### src/rtl/uart_rx_pkg.sv
package uart_rx_pkg;

    typedef enum logic [1:0] {
        RX_IDLE  = 2'd0,
        RX_START = 2'd1,
        RX_DATA  = 2'd2,
        RX_STOP  = 2'd3
    } rx_state_e;

    // Data length in bits for the length-select code.
    function automatic int data_len(input logic [1:0] sel);
        case (sel)
            2'd0:    return 7;
            2'd2:    return 9;
            default: return 8;
        endcase
    endfunction

endpackage

### src/rtl/uart_rx_sync.sv
module uart_rx_sync #(
    parameter int STAGES = 2
) (
    input  logic clk,
    input  logic rst_n,
    input  logic din,
    output logic dout
);
    logic [STAGES-1:0] sync_d, sync_q;

    generate
        if (STAGES == 1) begin : g_one
            always_comb sync_d = din;
        end else begin : g_chain
            always_comb sync_d = {sync_q[STAGES-2:0], din};
        end
    endgenerate

    always_ff @(posedge clk or negedge rst_n) begin
        if (!rst_n) sync_q <= '1;
        else        sync_q <= sync_d;
    end

    assign dout = sync_q[STAGES-1];
endmodule

### src/rtl/uart_rx_frame.sv
module uart_rx_frame
    import uart_rx_pkg::*;
#(
    parameter int OS_RATE  = 16,
    parameter int MAX_BITS = 9,
    localparam int CNT_W   = $clog2(OS_RATE),
    localparam int BIT_W   = $clog2(MAX_BITS + 1)
) (
    input  logic                clk,
    input  logic                rst_n,
    input  logic                os_tick,
    input  logic                rx_en,
    input  logic                rxd_s,
    input  logic [BIT_W-1:0]    nbits,
    output logic                start_o,
    output logic                xfer_o,
    output logic [MAX_BITS-1:0] data_o
);
    localparam logic [CNT_W-1:0] CNT_LAST = CNT_W'(OS_RATE - 1);
    localparam logic [CNT_W-1:0] CNT_HALF = CNT_W'(OS_RATE / 2 - 1);

    typedef struct packed {
        rx_state_e           state;
        logic [CNT_W-1:0]    cnt;
        logic [BIT_W-1:0]    bitn;
        logic [MAX_BITS-1:0] shreg;
        logic                prev;
    } frame_t;

    frame_t fr_d, fr_q;
    logic [BIT_W-1:0] shift_amt;

    always_comb begin
        fr_d      = fr_q;
        start_o   = 1'b0;
        xfer_o    = 1'b0;
        fr_d.prev = rxd_s;
        if (!rx_en) begin
            fr_d.state = RX_IDLE;
            fr_d.cnt   = '0;
            fr_d.bitn  = '0;
        end else begin
            case (fr_q.state)
                RX_IDLE: begin
                    if (fr_q.prev && !rxd_s) begin
                        fr_d.state = RX_START;
                        fr_d.cnt   = '0;
                        start_o    = 1'b1;
                    end
                end
                RX_START: begin
                    if (os_tick) begin
                        if (fr_q.cnt == CNT_HALF) begin
                            fr_d.cnt  = '0;
                            fr_d.bitn = '0;
                            fr_d.state = rxd_s ? RX_IDLE : RX_DATA;
                        end else begin
                            fr_d.cnt = fr_q.cnt + 1'b1;
                        end
                    end
                end
                RX_DATA: begin
                    if (os_tick) begin
                        if (fr_q.cnt == CNT_LAST) begin
                            fr_d.cnt   = '0;
                            fr_d.shreg = {rxd_s, fr_q.shreg[MAX_BITS-1:1]};
                            if (fr_q.bitn == nbits - 1'b1) begin
                                xfer_o     = 1'b1;
                                fr_d.state = RX_STOP;
                            end else begin
                                fr_d.bitn = fr_q.bitn + 1'b1;
                            end
                        end else begin
                            fr_d.cnt = fr_q.cnt + 1'b1;
                        end
                    end
                end
                RX_STOP: begin
                    if (os_tick) begin
                        if (fr_q.cnt == CNT_LAST) fr_d.state = RX_IDLE;
                        else                      fr_d.cnt   = fr_q.cnt + 1'b1;
                    end
                end
                default: fr_d.state = RX_IDLE;
            endcase
        end
        shift_amt = BIT_W'(MAX_BITS) - nbits;
        data_o    = fr_d.shreg >> shift_amt;
    end

    always_ff @(posedge clk or negedge rst_n) begin
        if (!rst_n) begin
            fr_q       <= '0;
            fr_q.state <= RX_IDLE;
            fr_q.prev  <= 1'b1;
        end else begin
            fr_q <= fr_d;
        end
    end

    AST_NO_RX_WHEN_OFF: assert property (@(posedge clk) disable iff (!rst_n)
        !rx_en |-> (!xfer_o && !start_o));
    AST_START_FROM_IDLE: assert property (@(posedge clk) disable iff (!rst_n)
        start_o |=> (fr_q.state == RX_START));
endmodule

### src/rtl/uart_rx_ctrl.sv
module uart_rx_ctrl #(
    parameter int MAX_BITS = 9,
    parameter int BUF_W    = 16
) (
    input  logic                clk,
    input  logic                rst_n,
    input  logic                rx_en,
    input  logic                rts_en,
    input  logic                irq_mode,
    input  logic                irq_clr,
    input  logic                rd_lo,
    input  logic                start_i,
    input  logic                xfer_i,
    input  logic [MAX_BITS-1:0] data_i,
    output logic [BUF_W-1:0]    buf_o,
    output logic                done_o,
    output logic                ovr_o,
    output logic                irq_o,
    output logic                rts_n_o
);
    typedef struct packed {
        logic [BUF_W-1:0] rbuf;
        logic             done;
        logic             ovr;
        logic             irq;
        logic             ready;
        logic             en_prev;
    } ctl_t;

    ctl_t ct_d, ct_q;

    always_comb begin
        ct_d         = ct_q;
        ct_d.en_prev = rx_en;
        if (rd_lo) begin
            ct_d.done  = 1'b0;
            ct_d.ovr   = 1'b0;
            ct_d.ready = 1'b1;
        end
        if (rx_en && !ct_q.en_prev) ct_d.ready = 1'b1;
        if (start_i)                ct_d.ready = 1'b0;
        if (irq_clr)                ct_d.irq   = 1'b0;
        if (xfer_i) begin
            ct_d.rbuf = BUF_W'(data_i);
            ct_d.done = 1'b1;
            if (ct_q.done && !rd_lo) ct_d.ovr = 1'b1;
            if (!irq_mode)           ct_d.irq = 1'b1;
        end
    end

    always_ff @(posedge clk or negedge rst_n) begin
        if (!rst_n) ct_q <= '0;
        else        ct_q <= ct_d;
    end

    assign buf_o   = ct_q.rbuf;
    assign done_o  = ct_q.done;
    assign ovr_o   = ct_q.ovr;
    assign irq_o   = ct_q.irq;
    assign rts_n_o = ~(rts_en & ct_q.ready);

    AST_DONE_AFTER_XFER: assert property (@(posedge clk) disable iff (!rst_n)
        xfer_i |=> done_o);
    AST_READ_CLEARS: assert property (@(posedge clk) disable iff (!rst_n)
        (rd_lo && !xfer_i) |=> (!done_o && !ovr_o));
    AST_IRQ_ON_WORD: assert property (@(posedge clk) disable iff (!rst_n)
        (xfer_i && !irq_mode) |=> irq_o);
    AST_RTS_BUSY_ON_START: assert property (@(posedge clk) disable iff (!rst_n)
        start_i |=> rts_n_o);
    AST_OVERRUN_SET: assert property (@(posedge clk) disable iff (!rst_n)
        (xfer_i && done_o && !rd_lo) |=> ovr_o);
endmodule

### src/rtl/uart_rx_rts.sv
module uart_rx_rts
    import uart_rx_pkg::*;
#(
    parameter int OS_RATE     = 16,
    parameter int MAX_BITS    = 9,
    parameter int BUF_W       = 16,
    parameter int SYNC_STAGES = 2,
    localparam int BIT_W      = $clog2(MAX_BITS + 1)
) (
    input  logic             clk,
    input  logic             rst_n,
    input  logic             os_tick,
    input  logic             rx_en,
    input  logic [1:0]       len_sel,
    input  logic             irq_mode,
    input  logic             irq_clr,
    input  logic             rts_en,
    input  logic             rd_lo,
    input  logic             rxd,
    output logic [BUF_W-1:0] rd_data,
    output logic             rx_done,
    output logic             overrun,
    output logic             irq_req,
    output logic             rts_n
);
    logic                rxd_s;
    logic                start_ev;
    logic                xfer_ev;
    logic [MAX_BITS-1:0] word;
    logic [BIT_W-1:0]    nbits;

    assign nbits = BIT_W'(data_len(len_sel));

    uart_rx_sync #(.STAGES(SYNC_STAGES)) u_sync (
        .clk  (clk),
        .rst_n(rst_n),
        .din  (rxd),
        .dout (rxd_s)
    );

    uart_rx_frame #(.OS_RATE(OS_RATE), .MAX_BITS(MAX_BITS)) u_frame (
        .clk    (clk),
        .rst_n  (rst_n),
        .os_tick(os_tick),
        .rx_en  (rx_en),
        .rxd_s  (rxd_s),
        .nbits  (nbits),
        .start_o(start_ev),
        .xfer_o (xfer_ev),
        .data_o (word)
    );

    uart_rx_ctrl #(.MAX_BITS(MAX_BITS), .BUF_W(BUF_W)) u_ctrl (
        .clk     (clk),
        .rst_n   (rst_n),
        .rx_en   (rx_en),
        .rts_en  (rts_en),
        .irq_mode(irq_mode),
        .irq_clr (irq_clr),
        .rd_lo   (rd_lo),
        .start_i (start_ev),
        .xfer_i  (xfer_ev),
        .data_i  (word),
        .buf_o   (rd_data),
        .done_o  (rx_done),
        .ovr_o   (overrun),
        .irq_o   (irq_req),
        .rts_n_o (rts_n)
    );
endmodule

### config.mk
export PLATFORM = sky130hd
export DESIGN_NAME = uart_rx_rts
export DESIGN_NICKNAME = d
export VERILOG_FILES = /design/src/rtl/uart_rx_pkg.sv /design/src/rtl/uart_rx_sync.sv /design/src/rtl/uart_rx_frame.sv /design/src/rtl/uart_rx_ctrl.sv /design/src/rtl/uart_rx_rts.sv
export SDC_FILE = /design/constraint.sdc
export NUM_CORES = 1
export LEC_CHECK = 0
export BUFFER_PORTS_ARGS = -buffer_cell sky130_fd_sc_hd__buf_2
export CORE_MARGIN = 5
export CORE_UTILIZATION = 43
export DETAILED_ROUTE_END_ITERATION = 8
export PLACE_DENSITY = 0.63
export SETUP_SLACK_MARGIN = 0.05
export SLEW_MARGIN = 15
export SYNTH_ARGS = -nofsm -noshare
export SYNTH_HDL_FRONTEND = slang
export SYNTH_SLANG_ARGS = --single-unit
export TNS_END_PERCENT = 5
### constraint.sdc
create_clock -name clk -period 1.95 [get_ports clk]
set_input_delay 0.195 -clock clk [delete_from_list [all_inputs] [get_ports clk]]
set_output_delay 0.195 -clock clk [all_outputs]
set_load 0.02 [all_outputs]
==> impl_metrics.toml, run 1 <==
[outcome]
outcome = "finished with violations"
violations = "negative hold slack"

[synthesis]
netlist_area_um2 = 1896
synth_ff_type = "dfrtp_1"
ys_seq_area_share_pct = 46.40
synth-async-reset-ratio_pct = 100.0
syn_avg_cell_area_um2 = 10.25
synth_edf_count = 0
synth_cell_types = 52
ys_warn_count = 0
ys_seq_elements = 35
synthCells = 185

[worst_setup_path]
cp.required_ps = 2100
worst-path-max-fanout = 5
worst_ep_arrival_time_ps = 2000
critPathCaptureType = "flop"
start_kind = "flop"
criticalPathCategory = "reg2reg"

[power_and_ir_drop]
power.density_nw_per_um2 = 690.6
pwr-share-seq_pct = 49.5
p_leak_nw = 1.076
clockPowerShare_pct = 43.5
power.internal_mw = 1.150
p_total_mw = 1.496
ir_worst_vdd_mv = 0.4238
swShare_pct = 23.09
p_comb_share_pct = 7.0
p_switching_mw = 0.3453

[clock_tree]
htreeDepth = 2
cts-root-buf = "clkbuf_8"
cts_tree = "built"
cts_max_path_buffers = 2
path_clk_slew_ps = 70
clk_latency_ps = 290
cts_sinks = 35
cts-buffers-inserted = 5

[sta]
finalHoldViolations = 32
slew_headroom_pct = 49.21
tns_ps = 0
timing.hold.ws_ps = -29.40
final_max_slew_viol_count = 0
rsz0062_at_grt = "true"
fmax_mhz = 542.4
setup_viol = 0
finalCriticalPeriod_ps = 1844
tightest_slew_ps = 761.9
skew_ps = 6.560
post-route-period-util_pct = 94.54

[grt]
grt_usage_pct = 13.95
grt_pass1_wl_mm = 6.782
grt_pass1_vias = 1431
grt_overflow = 0
antenna_found_initial = 0
grt_max_degree = 36

[placement]
dp_hpwl_mm = 2.711
globalplace.congestion = 0.7826
place.port_buffers = 23

[finish]
most-common-layout-cells = "dfrtp_1, buf_2, nand2_1, inv_1"
fillers = 428
mostFrequentLayoutCell = "dfrtp_1"
layout.nets = 226
post_route_cells_drive_above_1_share_pct = 29.44
area_delta_synth_final_pct = 14.26
diodes = 0

[route]
vias = 1410
first_pass_iters = 4
ant_nets = 0
wirelength_mm = 3.774
via_per_inst = 5.301
wl_per_cell_um = 14.19
drtIter0Drc = 98
route.detailed.drc = 0

[floorplanning]
coreArea_um2 = 4324
initial_core_util_pct = 43.84
row_count = 24
io_pins = 31
die_w_um = 76.40
die-area_um2 = 5836
die_height_um = 76.40

[hold_path]
hold_class = "in2async"

[job]
max-cap-violations = 0
==> layer usage <==
layer  global-route usage, %  vias up  part of all wire [%]
li1                        -      696                     -
met1                   19.46      672                    50
met2                   20.80       35                    43
met3                   3.546        7                   5.6
met4                   5.070        0                   1.5
met5                       0        -                     0
==> metrics by stage <==
step           cell area (um2)  utilization (%)  instances  setup slack [ps]
3_5_place_dp              2013            46.56        255             58.05
3_3_place_gp              2013            46.56        255             93.38
6_report                  2166            50.09        266             106.4
2_1_floorplan             1918                -        191             136.7
4_1_cts                   2138            49.45        264             77.51
5_1_grt                   2166            50.09        266             1.335
==> power by group through the flow <==
stage	clock (mW)	combinational, mW	sequential [mW]
2_1_floorplan	0	0.0688	0.754
3_3_place_gp	0	0.103	0.753
3_5_place_dp	0	0.102	0.754
4_1_cts	0.662	0.105	0.740
5_1_grt	0.697	0.119	0.740
6_report	0.651	0.105	0.740
==> area by class of cell <==
class | count | area (um2) | area share, %
inverters | 13 | 48.80 | 2.253
repair buffers | 36 | 215.2 | 9.936
multi-input cells | 122 | 844.6 | 38.99
well taps | 52 | 65.06 | 3.004
flip-flops and latches | 35 | 879.6 | 40.61
clock buffers | 5 | 68.82 | 3.177
clock inverters | 3 | 43.79 | 2.022
==> logic make-up after synthesis <==
logic type,after synthesis,share of synthesized area (%)
adders and majority gates,2,1.320
and+or+nand+nor,53,16.63
AOI/OAI and AO/OA,48,17.82
buffers and inverters,35,11.42
muxes,11,6.204
DFF,35,46.40
other,1,0.1978
==> worst max-delay path, stage by stage (launching register included) <==
cell and delay (ps):
dfrtp_1 370, nand4b_2 350, nor2_8 230, mux2_2 380, a222oi_1 270, o21ai_0 110
==> flip-flops by register name, summed over array words and instances, names as in the netlist <==
register       count
u_frame.fr_q      19
u_ctrl.ovr_o       1
u_ctrl.ct_q        2
u_sync.sync_q      2
u_ctrl.done_o      1
u_ctrl.buf_o       9
u_ctrl.irq_o       1
==> path summary, 6_finish.rpt <==
path | slack, ps | from | cells past startpoint | endpoint
min in group clk | 90 | irq_clr | 2 | u_ctrl.irq_o
worst max-delay path | 110 | u_frame.fr_q[18] | 5 | u_ctrl.buf_o[0]
max in group asynchronous | 1480 | rst_n | 1 | u_frame.fr_q[11]
worst max register to register | 110 | u_frame.fr_q[18] | 5 | u_ctrl.buf_o[0]
worst min-delay path | -30 | rst_n | 1 | u_ctrl.buf_o[2]
worst min register to register | 360 | u_sync.sync_q[0] | 0 | u_sync.sync_q[1]
==> synthesized netlist by cell type (2+ instances only) <==
master    instances  share of area [%]
o22ai_1           3               0.99
mux2_2            6                3.6
nand2_1          21                4.2
nor2_1            5               0.99
and2_1            3               0.99
ha_1              2                1.3
mux2i_1           5                2.6
nand3_1           4                1.1
o31ai_1           4                1.6
nor3_1            2               0.53
or2_2             2               0.66
a21oi_1           3               0.79
nand2b_1          2               0.66
clkbuf_1          2               0.40
o21ai_0          12                3.2
inv_1            13                2.6
buf_4            18                7.1
dfrtp_1          32                 42
a21o_1            3                1.2
and3_1            2               0.66
o21ai_1           4                1.1
a222oi_1          3                1.6
a31oi_1           3               0.99
dfstp_2           3                4.2
==> timing repair <==
item / CTS / global route
setup endpoints to repair: 1 / 7
setup buffers: 0 / 1
pin swaps: 0 / 1
gates cloned: 0 / 1
endpoints found under the hold margin: 1 / 0
hold buffers: 1 / 0
gates resized for setup: 1 / 1
(Power assumes the default switching activity.)
==> inputs of run 2 (changes only) <==
--- a/config.mk
+++ b/config.mk
@@ -5,11 +5,11 @@
 export SDC_FILE = /design/constraint.sdc
 export NUM_CORES = 1
 export LEC_CHECK = 0
-export BUFFER_PORTS_ARGS = -buffer_cell sky130_fd_sc_hd__buf_2
 export CORE_MARGIN = 5
 export CORE_UTILIZATION = 43
 export DETAILED_ROUTE_END_ITERATION = 8
-export PLACE_DENSITY = 0.63
+export DONT_BUFFER_PORTS = 1
+export PLACE_DENSITY = 0.57
 export SETUP_SLACK_MARGIN = 0.05
 export SLEW_MARGIN = 15
 export SYNTH_ARGS = -nofsm -noshare
==> run 2 against run 1 <==
Effect of this change:
- the flow now finishes without violations
- final area is 2.3% lower
- critical endpoint is now u_ctrl.buf_o[3]
- flip-flop and latch count stayed put
- highest routed layer unchanged
- clock skew is 0.87 ps lower
- via count is 2.3% lower
- critical path type unchanged
- total power is 10% lower
- final cell count is 7.1% lower
- clock power is 22% lower
- largest cell class unchanged
==> impl_metrics.toml, run 2 (same netlist as run 1, synthesis figures left out) <==
[clock_tree]
clk_latency_ps = 290
cts_sinks = 35
cts-root-buf = "clkbuf_8"
cts_max_path_buffers = 2
cts_tree = "built"
htreeDepth = 2
cts-buffers-inserted = 5
path_clk_slew_ps = 70

[job]
max-cap-violations = 0

[sta]
setup_viol = 0
post-route-period-util_pct = 94.96
finalCriticalPeriod_ps = 1852
skew_ps = 5.692
final_max_slew_viol_count = 0
timing.hold.ws_ps = 17.68
rsz0062_at_grt = "true"
fmax_mhz = 540.1
finalHoldViolations = 0

[hold_path]
holdCritStartpoint = "rx_en"
hold_class = "in2reg"

[power_and_ir_drop]
p_total_mw = 1.347
swShare_pct = 23.94
power.internal_mw = 1.024
ir_worst_vdd_mv = 0.4051
clockPowerShare_pct = 37.9
p_leak_nw = 0.9785
p_comb_share_pct = 7.1
p_switching_mw = 0.3223
pwr-share-seq_pct = 55.1
power.density_nw_per_um2 = 636.1

[placement]
dp.cells = 229
place.port_buffers = 0
dp_hpwl_mm = 2.738
globalplace.congestion = 0.8303

[worst_setup_path]
cp_cell_sequence = "ha_4 -> nand3_4 -> nor2_8 -> buf_4 -> mux2_2 -> a2bb2o_1 -> o21ai_1"
path_buf_inv = 1
crit_family = "flip-flops"
slowest_delay_ps = 420
worst_ep_arrival_time_ps = 2030
critPathCaptureType = "flop"
worst-path-max-fanout = 5
startpoint = "u_frame.fr_q[14]"
slowest_stage = "dfrtp_1"
timing.rr.start = "u_frame.fr_q[14]"
cp.required_ps = 2130
start_kind = "flop"
criticalPathCategory = "reg2reg"

[finish]
most-common-layout-cells = "dfrtp_1, nand2_1, inv_1, o21ai_0, buf_4"
fillers = 415
post_route_cells_drive_above_1_share_pct = 20.51
area_delta_synth_final_pct = 11.68
diodes = 0
largest_reg_flops = 19
final-instance-count-excl-fill = 247
mostFrequentLayoutCell = "dfrtp_1"
layout.nets = 207
regMostFlops = "u_frame.fr_q"

[floorplanning]
die-area_um2 = 5836
initial_core_util_pct = 43.84
die_w_um = 76.40
die_height_um = 76.40
coreArea_um2 = 4324
row_count = 24
io_pins = 31

[grt]
grt_overflow = 0
grt_max_degree = 36
grt_usage_pct = 13.95
grt_pass1_wl_mm = 6.589
antenna_found_initial = 0
grt_pass1_vias = 1338

[route]
route.detailed.drc = 0
wl_per_cell_um = 16.02
first_pass_iters = 5
vias = 1377
via_per_inst = 5.575
drtIter0Drc = 137
ant_nets = 0
wirelength_mm = 3.957

[outcome]
outcome = "complete, no violations"
## run 2: changes by cell type in the layout (fill, tap and decap cells not counted), moves of 2 or more
cell           delta
buf_2            -23
dlygate4sd3_1     +5
clkbuf_1          +2
mux2i_1           -2
mux2i_4           +2
## run 2: what timing repair did
item / CTS / global route
resized for setup: 1 / 9
pin swaps: 1 / 2
buffers inserted: 1 / 2
endpoints found under the hold margin: 40 / 0
hold buffers: 7 / 0
setup endpoints to repair: 4 / 12
## run 2: final cells by class
type / count / area (um2) / share of cell area (%)
Inverter: 13 / 48.80 / 2.305
Timing Repair Buffer: 18 / 162.7 / 7.683
Clock buffer: 7 / 76.32 / 3.605
Tap cell: 52 / 65.06 / 3.073
Multi-Input combinational cell: 121 / 877.1 / 41.43
Sequential cell: 35 / 879.6 / 41.55
Clock inverter: 1 / 7.507 / 0.3546
## run 2: final timing paths
| kind | endpoint | slack [ps] | depth (start not counted) |
|---|---|---|---|
| max in group asynchronous | u_sync.sync_q[0] | 1350 | 2 |
| setup / recovery | u_ctrl.buf_o[3] | 100 | 7 |
| min in group asynchronous | u_ctrl.buf_o[8] | 350 | 2 |
| hold / removal | u_ctrl.ct_q[1] | 20 | 1 |
| setup reg to reg | u_ctrl.buf_o[3] | 100 | 7 |
| hold reg to reg | u_sync.sync_q[1] | 360 | 0 |
## run 2: stage by stage
| stage | util (%) | setup slack (ps) | instance area [um2] | TNS [ps] |
|---|---|---|---|---|
| global placement | 43.37 | 65.66 | 1876 | 0 |
| finish | 48.96 | 98.37 | 2117 | 0 |
| CTS | 47.40 | 53.93 | 2049 | 0 |
| floorplan | - | 136.7 | 1918 | 0 |
| global route | 48.96 | -29.01 | 2117 | -54.95 |
| detailed placement | 43.37 | 12.35 | 1876 | 0 |
## run 2: power by group through the flow
stage	registers [mW]	logic (mW)	clock network [mW]
global route	0.743	0.107	0.574
global placement	0.754	0.0617	0
CTS	0.741	0.0935	0.530
detailed placement	0.755	0.0635	0
finish	0.742	0.0951	0.510
floorplan	0.754	0.0688	0
## run 2: per-layer routing
metal  global-route usage [%]  vias up  part of all wire (%)  wire [um]
met2                    20.21       47                    46       1801
met1                    19.09      667                    46       1828
met4                    6.294        0                   1.2         47
li1                         -      658                     -          -
met5                        0        -                     0          0
met3                    4.137        5                   7.1        279
